File: src/rtl/swdb_pkg.sv
package swdb_pkg;

    localparam int WORD_W     = 32;
    localparam int LEN_W      = 6;
    localparam int REG_AW     = 8;
    localparam int CODE_W     = 3;
    localparam int LINE_STEPS = 8;

    // Control/status word bit positions on the debug port
    localparam int SYS_ACK = 31;
    localparam int SYS_REQ = 30;
    localparam int DBG_ACK = 29;
    localparam int DBG_REQ = 28;
    localparam int RST_ACK = 27;
    localparam int RST_REQ = 26;

    localparam logic [REG_AW-1:0] DP_ID_REG   = 8'h00;
    localparam logic [REG_AW-1:0] DP_CTRL_REG = 8'h04;
    localparam logic [REG_AW-1:0] AP_IDR_REG  = 8'hFC;
    localparam logic [REG_AW-1:0] AP_CSW_REG  = 8'h00;

    typedef enum logic [CODE_W-1:0] {
        FAIL_NONE      = 3'd0,
        FAIL_NO_TARGET = 3'd1,
        FAIL_BAD_PART  = 3'd2,
        FAIL_POWER     = 3'd3,
        FAIL_RESET     = 3'd4,
        FAIL_AP_ID     = 3'd5,
        FAIL_CSW       = 3'd6
    } fail_e;

    typedef enum logic [3:0] {
        ST_IDLE, ST_LINE, ST_ID, ST_PWR_SET, ST_PWR_POLL, ST_RST_SET,
        ST_RST_POLL, ST_RST_CLR, ST_AP_ID, ST_CSW, ST_DONE, ST_FAIL
    } step_e;

    typedef struct packed {
        logic              turn;
        logic [LEN_W-1:0]  len;
        logic [WORD_W-1:0] bits;
    } shift_cmd_t;

    typedef struct packed {
        logic              ap;
        logic              rnw;
        logic [REG_AW-1:0] addr;
        logic [WORD_W-1:0] wdata;
    } txn_cmd_t;

    function automatic shift_cmd_t line_cmd(input logic [2:0] idx);
        shift_cmd_t c;
        c = '{turn: 1'b0, len: LEN_W'(32), bits: '1};
        case (idx)
            3'd0:       c = '{turn: 1'b1, len: LEN_W'(1), bits: '0};
            3'd3:       c = '{turn: 1'b0, len: LEN_W'(16), bits: WORD_W'(16'hE79E)};
            3'd6, 3'd7: c.bits = '0;
            default:    ;
        endcase
        return c;
    endfunction

    function automatic logic [WORD_W-1:0] ctrl_word(input logic with_rst);
        logic [WORD_W-1:0] w;
        w = '0;
        w[SYS_REQ] = 1'b1;
        w[DBG_REQ] = 1'b1;
        w[RST_REQ] = with_rst;
        return w;
    endfunction

    function automatic logic [WORD_W-1:0] csw_word();
        logic [WORD_W-1:0] w;
        w = '0;
        w[6]   = 1'b1;    // port enable
        w[5:4] = 2'b01;   // advance address by one word
        w[2:0] = 3'b010;  // word-sized access
        return w;
    endfunction

    function automatic logic part_ok(input logic [WORD_W-1:0] id);
        return (id & 32'h0FF0_0001) == 32'h0BA0_0001;
    endfunction

    function automatic logic pwr_acked(input logic [WORD_W-1:0] w);
        return w[SYS_ACK] && w[DBG_ACK];
    endfunction

    function automatic logic rst_acked(input logic [WORD_W-1:0] w);
        return w[SYS_ACK] && w[DBG_ACK] && w[RST_ACK];
    endfunction

    function automatic logic mem_ap_ok(input logic [WORD_W-1:0] idr);
        return idr[3:0] == 4'd1;
    endfunction

    function automatic fail_e step_fail(input step_e s);
        case (s)
            ST_ID:                             return FAIL_NO_TARGET;
            ST_PWR_SET, ST_PWR_POLL:           return FAIL_POWER;
            ST_RST_SET, ST_RST_POLL, ST_RST_CLR: return FAIL_RESET;
            ST_AP_ID:                          return FAIL_AP_ID;
            default:                           return FAIL_CSW;
        endcase
    endfunction

endpackage

File: src/rtl/swdb_line_init.sv
module swdb_line_init
    import swdb_pkg::*;
#(
    parameter int STEPS = LINE_STEPS
) (
    input  logic       clk,
    input  logic       rst,
    input  logic       go,
    input  logic       shf_ack,
    output logic       shf_req,
    output shift_cmd_t cmd,
    output logic       fin
);
    localparam int IW = (STEPS > 1) ? $clog2(STEPS) : 1;

    logic          run_q;
    logic [IW-1:0] idx_q;
    logic          last;

    assign last    = (idx_q == IW'(STEPS - 1));
    assign shf_req = run_q;
    assign fin     = run_q && shf_ack && last;
    assign cmd     = line_cmd(3'(idx_q));

    always_ff @(posedge clk) begin
        if (rst) begin
            run_q <= 1'b0;
            idx_q <= '0;
        end else if (go) begin
            run_q <= 1'b1;
            idx_q <= '0;
        end else if (run_q && shf_ack) begin
            if (last) begin
                run_q <= 1'b0;
                idx_q <= '0;
            end else begin
                idx_q <= idx_q + 1'b1;
            end
        end
    end
endmodule

File: src/rtl/swdb_txn_decode.sv
module swdb_txn_decode
    import swdb_pkg::*;
(
    input  step_e    step,
    output logic     active,
    output txn_cmd_t cmd
);
    always_comb begin
        active = 1'b1;
        cmd    = '{ap: 1'b0, rnw: 1'b1, addr: DP_CTRL_REG, wdata: '0};
        case (step)
            ST_ID:       cmd.addr = DP_ID_REG;
            ST_PWR_SET:  begin cmd.rnw = 1'b0; cmd.wdata = ctrl_word(1'b0); end
            ST_PWR_POLL: ;
            ST_RST_SET:  begin cmd.rnw = 1'b0; cmd.wdata = ctrl_word(1'b1); end
            ST_RST_POLL: ;
            ST_RST_CLR:  begin cmd.rnw = 1'b0; cmd.wdata = ctrl_word(1'b0); end
            ST_AP_ID:    begin cmd.ap = 1'b1; cmd.addr = AP_IDR_REG; end
            ST_CSW:      begin
                cmd.ap    = 1'b1;
                cmd.rnw   = 1'b0;
                cmd.addr  = AP_CSW_REG;
                cmd.wdata = csw_word();
            end
            default:     active = 1'b0;
        endcase
    end
endmodule

File: src/rtl/swdb_bringup.sv
module swdb_bringup
    import swdb_pkg::*;
#(
    parameter int POLL_MAX = 4
) (
    input  logic              clk,
    input  logic              rst,
    input  logic              start,
    output logic              busy,
    output logic              done,
    output logic              err,
    output logic [CODE_W-1:0] err_code,
    output logic              shf_req,
    output logic              shf_turn,
    output logic [LEN_W-1:0]  shf_len,
    output logic [WORD_W-1:0] shf_bits,
    input  logic              shf_ack,
    output logic              txn_req,
    output logic              txn_ap,
    output logic              txn_rnw,
    output logic [REG_AW-1:0] txn_addr,
    output logic [WORD_W-1:0] txn_wdata,
    input  logic              txn_done,
    input  logic              txn_err,
    input  logic [WORD_W-1:0] txn_rdata
);
    localparam int PW = $clog2(POLL_MAX) + 1;

    step_e         step_q;
    fail_e         code_q;
    logic [PW-1:0] polls_q;
    logic          poll_last;
    logic          line_fin;
    logic          line_req;
    shift_cmd_t    line_c;
    logic          txn_active;
    txn_cmd_t      txn_c;

    swdb_line_init #(.STEPS(LINE_STEPS)) u_line (
        .clk     (clk),
        .rst     (rst),
        .go      (start),
        .shf_ack (shf_ack),
        .shf_req (line_req),
        .cmd     (line_c),
        .fin     (line_fin)
    );

    swdb_txn_decode u_dec (
        .step   (step_q),
        .active (txn_active),
        .cmd    (txn_c)
    );

    assign poll_last = (polls_q == PW'(POLL_MAX - 1));

    always_ff @(posedge clk) begin
        if (rst) begin
            step_q  <= ST_IDLE;
            code_q  <= FAIL_NONE;
            polls_q <= '0;
        end else if (start) begin
            step_q  <= ST_LINE;
            code_q  <= FAIL_NONE;
            polls_q <= '0;
        end else if (step_q == ST_LINE) begin
            if (line_fin) step_q <= ST_ID;
        end else if (txn_active && txn_done) begin
            if (txn_err) begin
                step_q <= ST_FAIL;
                code_q <= step_fail(step_q);
            end else begin
                case (step_q)
                    ST_ID: begin
                        if (part_ok(txn_rdata)) step_q <= ST_PWR_SET;
                        else begin step_q <= ST_FAIL; code_q <= FAIL_BAD_PART; end
                    end
                    ST_PWR_SET: begin
                        polls_q <= '0;
                        step_q  <= ST_PWR_POLL;
                    end
                    ST_PWR_POLL: begin
                        if (pwr_acked(txn_rdata)) step_q <= ST_RST_SET;
                        else if (poll_last) begin step_q <= ST_FAIL; code_q <= FAIL_POWER; end
                        else polls_q <= polls_q + 1'b1;
                    end
                    ST_RST_SET: begin
                        polls_q <= '0;
                        step_q  <= ST_RST_POLL;
                    end
                    ST_RST_POLL: begin
                        if (rst_acked(txn_rdata)) step_q <= ST_RST_CLR;
                        else if (poll_last) begin step_q <= ST_FAIL; code_q <= FAIL_RESET; end
                        else polls_q <= polls_q + 1'b1;
                    end
                    ST_RST_CLR: step_q <= ST_AP_ID;
                    ST_AP_ID: begin
                        if (mem_ap_ok(txn_rdata)) step_q <= ST_CSW;
                        else begin step_q <= ST_FAIL; code_q <= FAIL_AP_ID; end
                    end
                    default: step_q <= ST_DONE;
                endcase
            end
        end
    end

    assign shf_req   = line_req && (step_q == ST_LINE);
    assign shf_turn  = line_c.turn;
    assign shf_len   = line_c.len;
    assign shf_bits  = line_c.bits;

    assign txn_req   = txn_active;
    assign txn_ap    = txn_c.ap;
    assign txn_rnw   = txn_c.rnw;
    assign txn_addr  = txn_c.addr;
    assign txn_wdata = txn_c.wdata;

    assign done      = (step_q == ST_DONE);
    assign err       = (step_q == ST_FAIL);
    assign busy      = !(step_q == ST_IDLE || done || err);
    assign err_code  = code_q;
endmodule

File: config.mk
export PLATFORM = sky130hd
export DESIGN_NAME = swdb_bringup
export DESIGN_NICKNAME = d
export VERILOG_FILES = /design/src/rtl/swdb_pkg.sv /design/src/rtl/swdb_line_init.sv /design/src/rtl/swdb_txn_decode.sv /design/src/rtl/swdb_bringup.sv
export SDC_FILE = /design/constraint.sdc
export NUM_CORES = 1
export LEC_CHECK = 0
export BUFFER_PORTS_ARGS = -buffer_cell sky130_fd_sc_hd__buf_2
export CAP_MARGIN = 0
export CORE_MARGIN = 4
export CORE_UTILIZATION = 44
export CTS_BUF_LIST = sky130_fd_sc_hd__clkbuf_4 sky130_fd_sc_hd__clkbuf_8 sky130_fd_sc_hd__clkbuf_16
export CTS_CLUSTER_DIAMETER = 120
export CTS_CLUSTER_SIZE = 24
export DETAILED_ROUTE_END_ITERATION = 10
export GPL_ROUTABILITY_DRIVEN = 0
export GPL_TIMING_DRIVEN = 0
export PLACE_DENSITY = 0.87
export SLEW_MARGIN = 30
export SYNTH_ARGS = -nofsm -noshare
export SYNTH_HDL_FRONTEND = slang
export SYNTH_SLANG_ARGS = --single-unit
File: constraint.sdc
create_clock -name clk -period 9.06 [get_ports clk]
set_input_delay 1.812 -clock clk [delete_from_list [all_inputs] [get_ports clk]]
set_output_delay 1.812 -clock clk [all_outputs]
set_load 0.005 [all_outputs]
# [Word level (Yosys, flattened, before mapping)]
# Cells that the tools add are included.
[op_classes] muxes=35 n_bitwise=2 n_reduce_logical=32 n_addsub=2 n_eq_ne=27
[op_table] operator="31-bit case mux with 3 select lines" n=1
[op_table] operator="32-bit case mux with 2 select lines" n=1
[op_table] operator="3-bit two-way mux" n=11
[op_table] operator="4-bit two-way mux" n=8
[op_table] operator="4-bit case mux with 7 select lines" n=1
[op_table] operator="3-bit case mux with 4 select lines" n=2
[op_table] operator="3-bit inequality test, second input constant" n=7
[op_table] operator="4-bit by 3-bit == test with 1-bit output, second input constant" n=4
[op_table] operator="4-bit == test, second input constant" n=4
[op_table] operator="8-bit case mux with 2 select lines" n=1
[op_table] operator="7-bit case mux with 2 select lines" n=1
[op_table] operator="2-bit OR reduction" n=6
[op_table] operator="9-bit == test, second input constant" n=1
[op_table] operator="3-bit case mux with 3 select lines" n=1
[op_table] operator="9-bit AND reduction" n=1
[op_table] operator="4-bit by 1-bit == test with 1-bit output, second input constant" n=2
[op_table] operator="4-bit by 2-bit == test with 1-bit output, second input constant" n=2
[op_table] operator="8-bit OR reduction" n=1
[op_table] operator="1-bit two-way mux" n=7
[op_table] operator="3-bit by 1-bit adder with 3-bit output, second input constant" n=2
[op_table] operator="3-bit by 2-bit == test with 1-bit output, second input constant" n=2
[op_table] operator="3-bit == test, second input constant" n=2
[op_table] operator="1-bit logical AND" n=6
[op_table] operator="2-bit inequality test, second input constant" n=3
[op_table] operator="13 further kinds" n=21
[word_totals] register_bits=14 elab_cells=104 inputBits=38 out_inout_bits=89

# [Depth between registers and ports, before layout]
# Gate-level depths: netlist of run 1.
[depth] ltp_word=8 mapped_depth=7 ltp_nobuf=7

# [Cells and area by module]
# Synthesis of run 1 repeated with hierarchy kept, for this count alone.
[hier_totals] hier_cells=233 area_unflattened_um2=1813.0
[modules_own_cells] mod="swdb_bringup" cells_each=120 seq_area_each_um2=200.2 area_each_um2=919.6 n_inst=1
[modules_own_cells] mod="swdb_line_init" cells_each=65 seq_area_each_um2=80.1 area_each_um2=536.8 n_inst=1
[modules_own_cells] mod="swdb_txn_decode" cells_each=48 seq_area_each_um2=0.0 area_each_um2=356.6 n_inst=1

# [Least setup slack after synthesis of run 1]
# No wires, ideal clock.
[synth_timing] path_kind="flip-flop to output port" startpoint="reg u_line.idx_q[0]" endpoint="out shf_bits[11]" arrival_time_ps=3899 stages_incl_launch_ff=5 setup_slack_ps=3349 path_buffers=1 required_ps=7248 path_cell_list="dfxtp_1 -> ha_1 -> ha_1 -> a2111oi_0 -> buf_4"
[synth_between] elab_chain_cells=3 elab_cells_between_ends=6 classes_between="eq/ne: 3; mux: 1; reduce/logical: 2"
[synth_rtl] item="start, declared" line_no="swdb_line_init.sv:17" text="logic [IW-1:0] idx_q;"
[synth_rtl] item="start signal, assigned" line_no="swdb_line_init.sv:37" text="idx_q <= idx_q + 1'b1;"
[synth_rtl] item="3-bit == test / 3-bit logical NOT (equally long branches)" line_no="swdb_pkg.sv:53" text="case (idx)"
[synth_rtl] item="3-bit OR reduction (no source line)"
[synth_rtl] item="32-bit case mux with 2 select lines *" line_no="swdb_pkg.sv:53"
[synth_rtl] item="end, declared" line_no="swdb_bringup.sv:16" text="output logic [WORD_W-1:0] shf_bits,"
# Every way passes the cells marked *; elsewhere a longest branch is shown, timed or not.

# [Final worst setup path of run 1]
[layout_timing] startpoint="reg u_line.idx_q[0]" endpoint="out shf_bits[23]"
# The elaborated chain is that of the path after synthesis.

==> results of run 1 <==
-- synthesized netlist by cell type, drive strengths merged (2+ instances only) --
| cell type | count |
|---|---|
| a211o | 2 |
| a21oi | 18 |
| a31oi | 2 |
| and2 | 2 |
| and3 | 3 |
| buf | 73 |
| clkbuf | 6 |
| dfxtp | 14 |
| ha | 7 |
| inv | 10 |
| mux2i | 4 |
| nand2 | 18 |
| nand2b | 4 |
| nand3 | 3 |
| nor2 | 21 |
| nor2b | 2 |
| nor3 | 6 |
| nor3b | 2 |
| nor4 | 2 |
| o211ai | 3 |
| o21ai | 6 |
| or2 | 2 |
| or3 | 2 |
| or3b | 2 |
| xnor2 | 3 |
-- registers in the layout, indices dropped and copies added (netlist names) --
name	count
u_line.shf_req	1
u_line.idx_q	3
err_code	3
step_q	4
polls_q	3
-- power breakdown --
group	internal [uW]	leakage [uW]	switching (uW)
Combinational	23.5	0.00119	18.4
Sequential	62.4	0.000113	0.456
Clock	29.3	0.0000216	20.5
-- worst register-to-register path: cells and delay by family (launching register included) --
family,cells,cell delay [ns]
simple gates,3,0.96
flops,1,0.30
buf+inv,2,0.28
compound gates,2,0.24
-- area by class of cell --
type | count | area, um2 | area share [%]
buffer | 79 | 578 | 25.0
clock buffer | 3 | 41.3 | 1.78
inverter | 10 | 37.5 | 1.62
multi-input combinational | 159 | 923 | 39.9
sequential | 14 | 280 | 12.1
tap | 48 | 60.1 | 2.59
timing repair buffer | 79 | 395 | 17.1
-- worst paths after layout --
| path | from | to | slack, ns | cells past startpoint |
|---|---|---|---|---|
| worst max register to register | step_q[2]$_SDFFE_PP0P_ | step_q[1]$_SDFFE_PP0P_ | 7.16 | 7 |
| worst min-delay path | polls_q[2]$_SDFFE_PP0P_ | polls_q[2]$_SDFFE_PP0P_ | 0.45 | 2 |
| worst max-delay path | u_line.idx_q[0]$_SDFFE_PP0P_ | shf_bits[23] | 4.78 | 7 |
| worst min register to register | polls_q[2]$_SDFFE_PP0P_ | polls_q[2]$_SDFFE_PP0P_ | 0.45 | 2 |
-- kinds of logic after synthesis --
logic type / count (synthesis) / share of synthesized area [%]
and+or+nand+nor: 71 / 20.9
adders and majority gates: 7 / 5.15
muxes: 4 / 2.35
other: 1 / 0.221
buffers and inverters: 89 / 36.2
xor gates and xnor gates: 3 / 1.55
DFF: 14 / 16.5
AOI/OAI and AO/OA: 43 / 17.1
-- metrics by stage --
stage,power (uW),util [%]
2_1_floorplan,92.9,-
3_3_place_gp,105,61.2
3_5_place_dp,105,61.7
4_1_cts,156,62.8
5_1_grt,164,62.8
6_report,154,62.8
-- per-layer routing --
metal | GRT usage [%] | up-vias
met3 | 4.17 | 2
met4 | 2.34 | 0
met2 | 27.0 | 105
li1 | - | 900
met5 | 0 | -
met1 | 19.4 | 714
==> results_dict.tcl, run 1 <==
set metrics [dict create \
    port_buffers 77 \
    htree_levels 1 \
    syn-instance-count 232 \
    min_period_ns 4.28 \
    final_nets 391 \
    chipHeight_um 70.2 \
    tritoncts "built" \
    dp_slack_ns 5.00 \
    cts_made_buffers 3 \
    synthFlopType "dfxtp_1" \
    grt_max_degree 12 \
    die_w_um 70.2 \
    yosys.area.top_type "buf_4" \
    met3_length_um 496 \
    skew_ns 0.00464 \
    worst_ir_drop_vdd_mv 0.0423 \
    worstHoldPathType "flip-flop to flip-flop" \
    setup.worst_path.start_class "flip-flop" \
    cts_buffer_depth 2 \
    dp_hpwl_um 3420 \
    pin_count 127 \
    setup_viol 0 \
    synth_cell_types 44 \
    postPlaceCellArea_um2 2270 \
    cts_root_buf "clkbuf_8" \
    grt_pass1_vias 1516 \
    routed.top_layer "met4" \
    critPathTopFamily "buffers and inverters" \
    synth_top_area_share_pct 31.3 \
    setup_tns_ns 0 \
    path_class "flip-flop to output pin" \
    wl_met1_um 1560 \
    clock_latency_ns 0.24 \
    status "finished clean" \
    grt-ovfl-total 0 \
    vias_per_cell 4.39 \
    power_density_nw_per_um2 66.7 \
    p_leak_uw 0.00132 \
    crit_required_ns 7.25 \
    drt_iter0_markers 79 \
    first_pass_iters 4 \
    design_area_um2 2320 \
    most-common-layout-cells "buf_2, buf_4, conb_1, nor2_1" \
    drcViolationCount 0 \
    nFillCells 328 \
    antenna_found_initial 0 \
    period_share_pct 47.2 \
    detail-route-antenna-nets 0 \
    drive_gt1_share_pct 47.4 \
    cts_setup_buffers 0 \
    max_cap_viol_count 0 \
    crit_chain "ha_1, ha_1, a2111oi_2, buf_2, buf_2, buf_4, buf_2" \
    cts_num_sinks 14 \
    initial_utilization_pct 46.1 \
    critPathCaptureType "output pin" \
    wl_um 3950 \
    setup_ws_ns 4.78 \
    avgSynthCellArea_um2 7.33 \
    cp_slowest_cell "a2111oi_2" \
    relSlewSlack_pct 51.9 \
    netlist_area_um2 1700 \
    wl_per_cell_um 10.1 \
    layout_commonest_cell "buf_2" \
    ctsResizeCount 0 \
    cpMostUsedCell "buf_2" \
    crit_fanout 9 \
    wl_met2_um 1860 \
    cts_hold_buf 0 \
    ys_seq_area_share_pct 16.5 \
    critPathArrivalTime_ns 2.47 \
    dieArea_um2 4920 \
    synth_edf_count 0 \
    area_delta_synth_final_pct 36.2 \
    via_count 1721 \
    async_flop_share_pct 0 \
    final_cells 392 \
    synth_seq_cells 14 \
    grt_pass1_wl_um 6590 \
    synth_warnings 0 \
    dp.cells 389 \
    holdWs_ns 0.454 \
    clock.fmax_ghz 0.234 \
    synth_area_leaders "buf_4, dfxtp_1, a21oi_1, ha_1, nor2_1" \
    path_buf_inv 4 \
    maxSlewViolCount 0 \
    hold_viol 0 \
    rsz0062_at_grt "false" \
    grt_use_total_pct 15.5 \
    clk_pin_slew_ns 0.06 \
    max_stage_delay_ns 0.66 \
    worst_pin_slew_ns 0.712 \
    insertedDiodeCount 0 \
    rows 22 \
    core_area_um2 3690 \
]
(Power assumes the default switching activity.)
==> run 2, diff against run 1 <==
Settings changed: CORE_UTILIZATION 44 to 41, PLACE_DENSITY 0.87 to 0.82.
Clock period 9.06 ns to 4.25 ns, I/O delays scaled along.
==> results_dict.tcl, run 2 (same netlist as run 1, synthesis figures left out) <==
set metrics [dict create \
    ctsResizeCount 0 \
    grt_pass1_wl_um 6040 \
    clk_pin_slew_ns 0.07 \
    final_nets 391 \
    clkPwrFrac_pct 36.9 \
    cts_made_buffers 3 \
    crit_required_ns 3.40 \
    netSwitchingFraction_pct 25.2 \
    rsz0062_at_grt "false" \
    relSlewSlack_pct 49.7 \
    worst_ir_drop_vdd_mv 0.0936 \
    grt-ovfl-total 0 \
    cts_root_buf "clkbuf_8" \
    drt_iter0_markers 75 \
    grt_pass1_vias 1379 \
    via_count 1769 \
    p_leak_uw 0.00133 \
    antenna_found_initial 0 \
    grt_max_degree 12 \
    layout_commonest_cell "buf_2" \
    critPathArrivalTime_ns 2.43 \
    cts_num_sinks 14 \
    first_pass_iters 4 \
    clock_latency_ns 0.25 \
    critPathCaptureType "output pin" \
    clock.fmax_ghz 0.305 \
    cts_setup_buffers 0 \
    cts_buffer_depth 2 \
    cts_hold_buf 0 \
    setup_viol 0 \
    power_density_nw_per_um2 152 \
    worstHoldPathType "flip-flop to flip-flop" \
    power_switching_uw 89.3 \
    vias_per_cell 4.48 \
    setup_tns_ns 0 \
    setup_ws_ns 0.966 \
    path_class "flip-flop to output pin" \
    die_w_um 72.4 \
    p_seq_share_pct 37.8 \
    hold_viol 0 \
    combPwrFrac_pct 25.2 \
    initial_utilization_pct 42.5 \
    rows 23 \
    status "finished clean" \
    internal_power_uw 265 \
    dieArea_um2 5240 \
    pin_count 127 \
    top_register "step_q" \
    port_buffers 77 \
    crit_fanout 9 \
    setup.worst_path.start_class "flip-flop" \
    largest_register_ff_count 4 \
    worst_pin_slew_ns 0.744 \
    core_area_um2 4000 \
    maxSlewViolCount 0 \
    period_share_pct 77.3 \
    nFillCells 378 \
    holdWs_ns 0.457 \
    insertedDiodeCount 0 \
    grt_use_total_pct 13.8 \
    min_period_ns 3.28 \
    drcViolationCount 0 \
    skew_ns 0.00904 \
    htree_levels 1 \
    max_cap_viol_count 0 \
    tritoncts "built" \
    wl_per_cell_um 10.5 \
    dp_hpwl_um 3320 \
    wl_um 4130 \
    dp_slack_ns 1.22 \
    detail-route-antenna-nets 0 \
    drive_gt1_share_pct 47.5 \
    chipHeight_um 72.4 \
    most-common-layout-cells "buf_2, buf_4, conb_1, nor2_1" \
    area_delta_synth_final_pct 37.2 \
]
[run 2: layout make-up]
cell class | count | area [um2] | area share (%)
clock buffer | 4 | 55.1 | 2.36
multi-input combinational | 159 | 923 | 39.6
tap | 50 | 62.6 | 2.68
inverter | 10 | 37.5 | 1.61
sequential | 14 | 280 | 12.0
buffer | 79 | 578 | 24.8
timing repair buffer | 79 | 395 | 17.0
[run 2: per-layer routing]
metal / wire, um / vias up / GRT usage, %
li1: - / 904 / -
met4: 17 / 0 / 3.07
met5: 0 / - / 0
met1: 1600 / 758 / 17.8
met3: 587 / 2 / 2.77
met2: 1920 / 105 / 23.8
[run 2: worst paths after layout]
path                                      from                  endpoint  slack, ns  depth (start not counted)
hold / removal        err_code[1]$_SDFFE_PP0P_  err_code[1]$_SDFFE_PP0P_       0.46                          2
setup reg to reg        step_q[3]$_SDFFE_PP0P_    step_q[1]$_SDFFE_PP0P_       2.21                          7
setup / recovery  u_line.idx_q[0]$_SDFFE_PP0P_              shf_bits[22]       0.97                          7
hold reg to reg       err_code[1]$_SDFFE_PP0P_  err_code[1]$_SDFFE_PP0P_       0.46                          2
[run 2: metrics by stage]
| stage | instances | total power, uW | util (%) | area, um2 |
|---|---|---|---|---|
| detailed placement | 391 | 225 | 56.9 | 2280 |
| CTS | 395 | 356 | 58.3 | 2330 |
| global route | 395 | 373 | 58.3 | 2330 |
| floorplan | 262 | 198 | - | 1810 |
| global placement | 389 | 224 | 56.6 | 2260 |
| finish | 395 | 354 | 58.3 | 2330 |
[run 2: worst max-delay path, stage by stage, from the launching register on]
cell       delay, ns
dfxtp_1         0.33
ha_1            0.25
ha_1            0.28
a2111oi_2       0.63
buf_2           0.29
buf_2           0.20
buf_4           0.13
buf_2           0.10
[run 2: power groups by stage]
stage	registers, uW	logic (uW)	clock network [uW]
after detailed placement	137	87.9	0
final	134	89.4	131
after global routing	134	99.0	140
after CTS	134	88.0	134
after floorplan	137	61.2	0
after global placement	137	86.9	0
==> run 3, diff against run 2 <==
Clock period 4.25 ns to 3.44 ns, I/O delays scaled along.
==> results_dict.tcl, run 3 (same netlist as run 1, synthesis figures left out) <==
set metrics [dict create \
    worst_pin_slew_ns 0.730 \
    critPathTopFamily "compound AO/OA/AOI/OAI gates" \
    dp.cells 390 \
    cts_root_buf "clkbuf_8" \
    first_pass_iters 4 \
    grt-ovfl-total 0 \
    p_seq_share_pct 38.1 \
    layout_commonest_cell "buf_2" \
    vias_per_cell 4.29 \
    die_w_um 72.4 \
    max_cap_viol_count 0 \
    cp_slowest_cell "a2111oi_4" \
    dp_hpwl_um 3370 \
    drive_gt1_share_pct 47.4 \
    path_buf_inv 3 \
    grt_use_total_pct 14.1 \
    crit_fanout 13 \
    maxSlewViolCount 0 \
    area_delta_synth_final_pct 37.7 \
    drt_iter0_markers 59 \
    final-seq-area_um2 280 \
    pin_count 127 \
    final_nets 390 \
    status "finished clean" \
    clock_latency_ns 0.24 \
    clkPwrFrac_pct 36.4 \
    wl_per_cell_um 10.0 \
    drcViolationCount 0 \
    cts_setup_buffers 0 \
    worst_ir_drop_vdd_mv 0.144 \
    grt_util_met3_pct 2.91 \
    largest_register_ff_count 4 \
    rows 23 \
    netSwitchingFraction_pct 24.6 \
    rsz0062_at_grt "false" \
    power_uw 434 \
    detail-route-antenna-nets 0 \
    relSlewSlack_pct 51.3 \
    internal_power_uw 327 \
    cts_made_buffers 3 \
    core_area_um2 4000 \
    most-common-layout-cells "buf_2, buf_4, conb_1, nor2_1" \
    initial_utilization_pct 42.5 \
    multi_input_area_um2 936 \
    htree_levels 1 \
    via_count 1692 \
    crit_chain "ha_1, ha_1, a2111oi_4, buf_4, buf_4, buf_2" \
    nFillCells 380 \
    critPathArrivalTime_ns 2.19 \
    gr-usage-met1_pct 17.1 \
    tritoncts "built" \
    design_area_um2 2340 \
    combPwrFrac_pct 25.5 \
    ctsResizeCount 0 \
    setup_tns_ns 0 \
    wl_um 3950 \
    postPlaceCellArea_um2 2290 \
    dieArea_um2 5240 \
    power_switching_uw 107 \
    clock.fmax_ghz 0.347 \
    use_met2_pct 25.7 \
    antenna_found_initial 0 \
    port_buffers 77 \
    critPathCaptureType "output pin" \
    max_stage_delay_ns 0.57 \
    cts_hold_buf 0 \
    period_share_pct 83.7 \
    top_register "step_q" \
    path_class "flip-flop to output pin" \
    power_density_nw_per_um2 185 \
    skew_ns 0.00138 \
    p_leak_uw 0.00133 \
    grt_pass1_wl_um 6090 \
    grt_max_degree 14 \
    min_period_ns 2.88 \
    worstHoldPathType "flip-flop to flip-flop" \
    cts_buffer_depth 2 \
    hold_viol 0 \
    insertedDiodeCount 0 \
    setup.worst_path.start_class "flip-flop" \
    chipHeight_um 72.4 \
    crit_required_ns 2.75 \
    clk_pin_slew_ns 0.06 \
    holdWs_ns 0.450 \
    final_cells 394 \
    top_usage_layer "met2" \
    setup_viol 0 \
    cts_num_sinks 14 \
    grt_pass1_vias 1367 \
]
-- run 3: cell types whose count changed in the layout (fill, tap and decap cells not counted), sizes merged --
cell and change:
buf -1
-- run 3: layer usage --
metal	share of wire [%]	wire, um
met2	51	2000
met3	11	417
met5	0	0
met4	0.53	21
met1	38	1510
-- run 3: power by group through the flow --
stage | clock (uW) | sequential, uW | combinational, uW
4_1_cts | 165 | 166 | 109
3_5_place_dp | 0 | 169 | 109
2_1_floorplan | 0 | 169 | 75.3
3_3_place_gp | 0 | 169 | 107
5_1_grt | 170 | 166 | 123
6_report | 158 | 166 | 111
-- run 3: path summary, 6_finish.rpt --
kind / cells after the start / slack [ns] / endpoint / start
worst min-delay path: 2 / 0.45 / polls_q[2]$_SDFFE_PP0P_ / polls_q[2]$_SDFFE_PP0P_
worst max-delay path: 6 / 0.56 / shf_bits[21] / u_line.idx_q[0]$_SDFFE_PP0P_
worst max register to register: 7 / 1.51 / step_q[1]$_SDFFE_PP0P_ / step_q[2]$_SDFFE_PP0P_
worst min register to register: 2 / 0.45 / polls_q[2]$_SDFFE_PP0P_ / polls_q[2]$_SDFFE_PP0P_
-- run 3: layout make-up --
class	instances	share of cell area, %
Multi-Input combinational cell	159	40.0
Buffer	79	24.7
Timing Repair Buffer	78	16.8
Sequential cell	14	12.0
Tap cell	50	2.67
Clock buffer	4	2.35
Inverter	10	1.60
-- run 3: worst register-to-register path: cells and delay by family, from the launching register on --
family	cells	cell delay, ns
AND/OR/NAND/NOR	3	0.99
flip-flops	1	0.30
buffers and inverters	2	0.28
AO/OA/AOI/OAI	2	0.23
-- run 3: stage by stage --
stage	util, %	worst slack (ns)
after detailed placement	57.2	0.822
after global placement	56.7	0.240
after global routing	58.6	0.380
final	58.6	0.560
after CTS	58.6	0.533
after floorplan	-	0.468
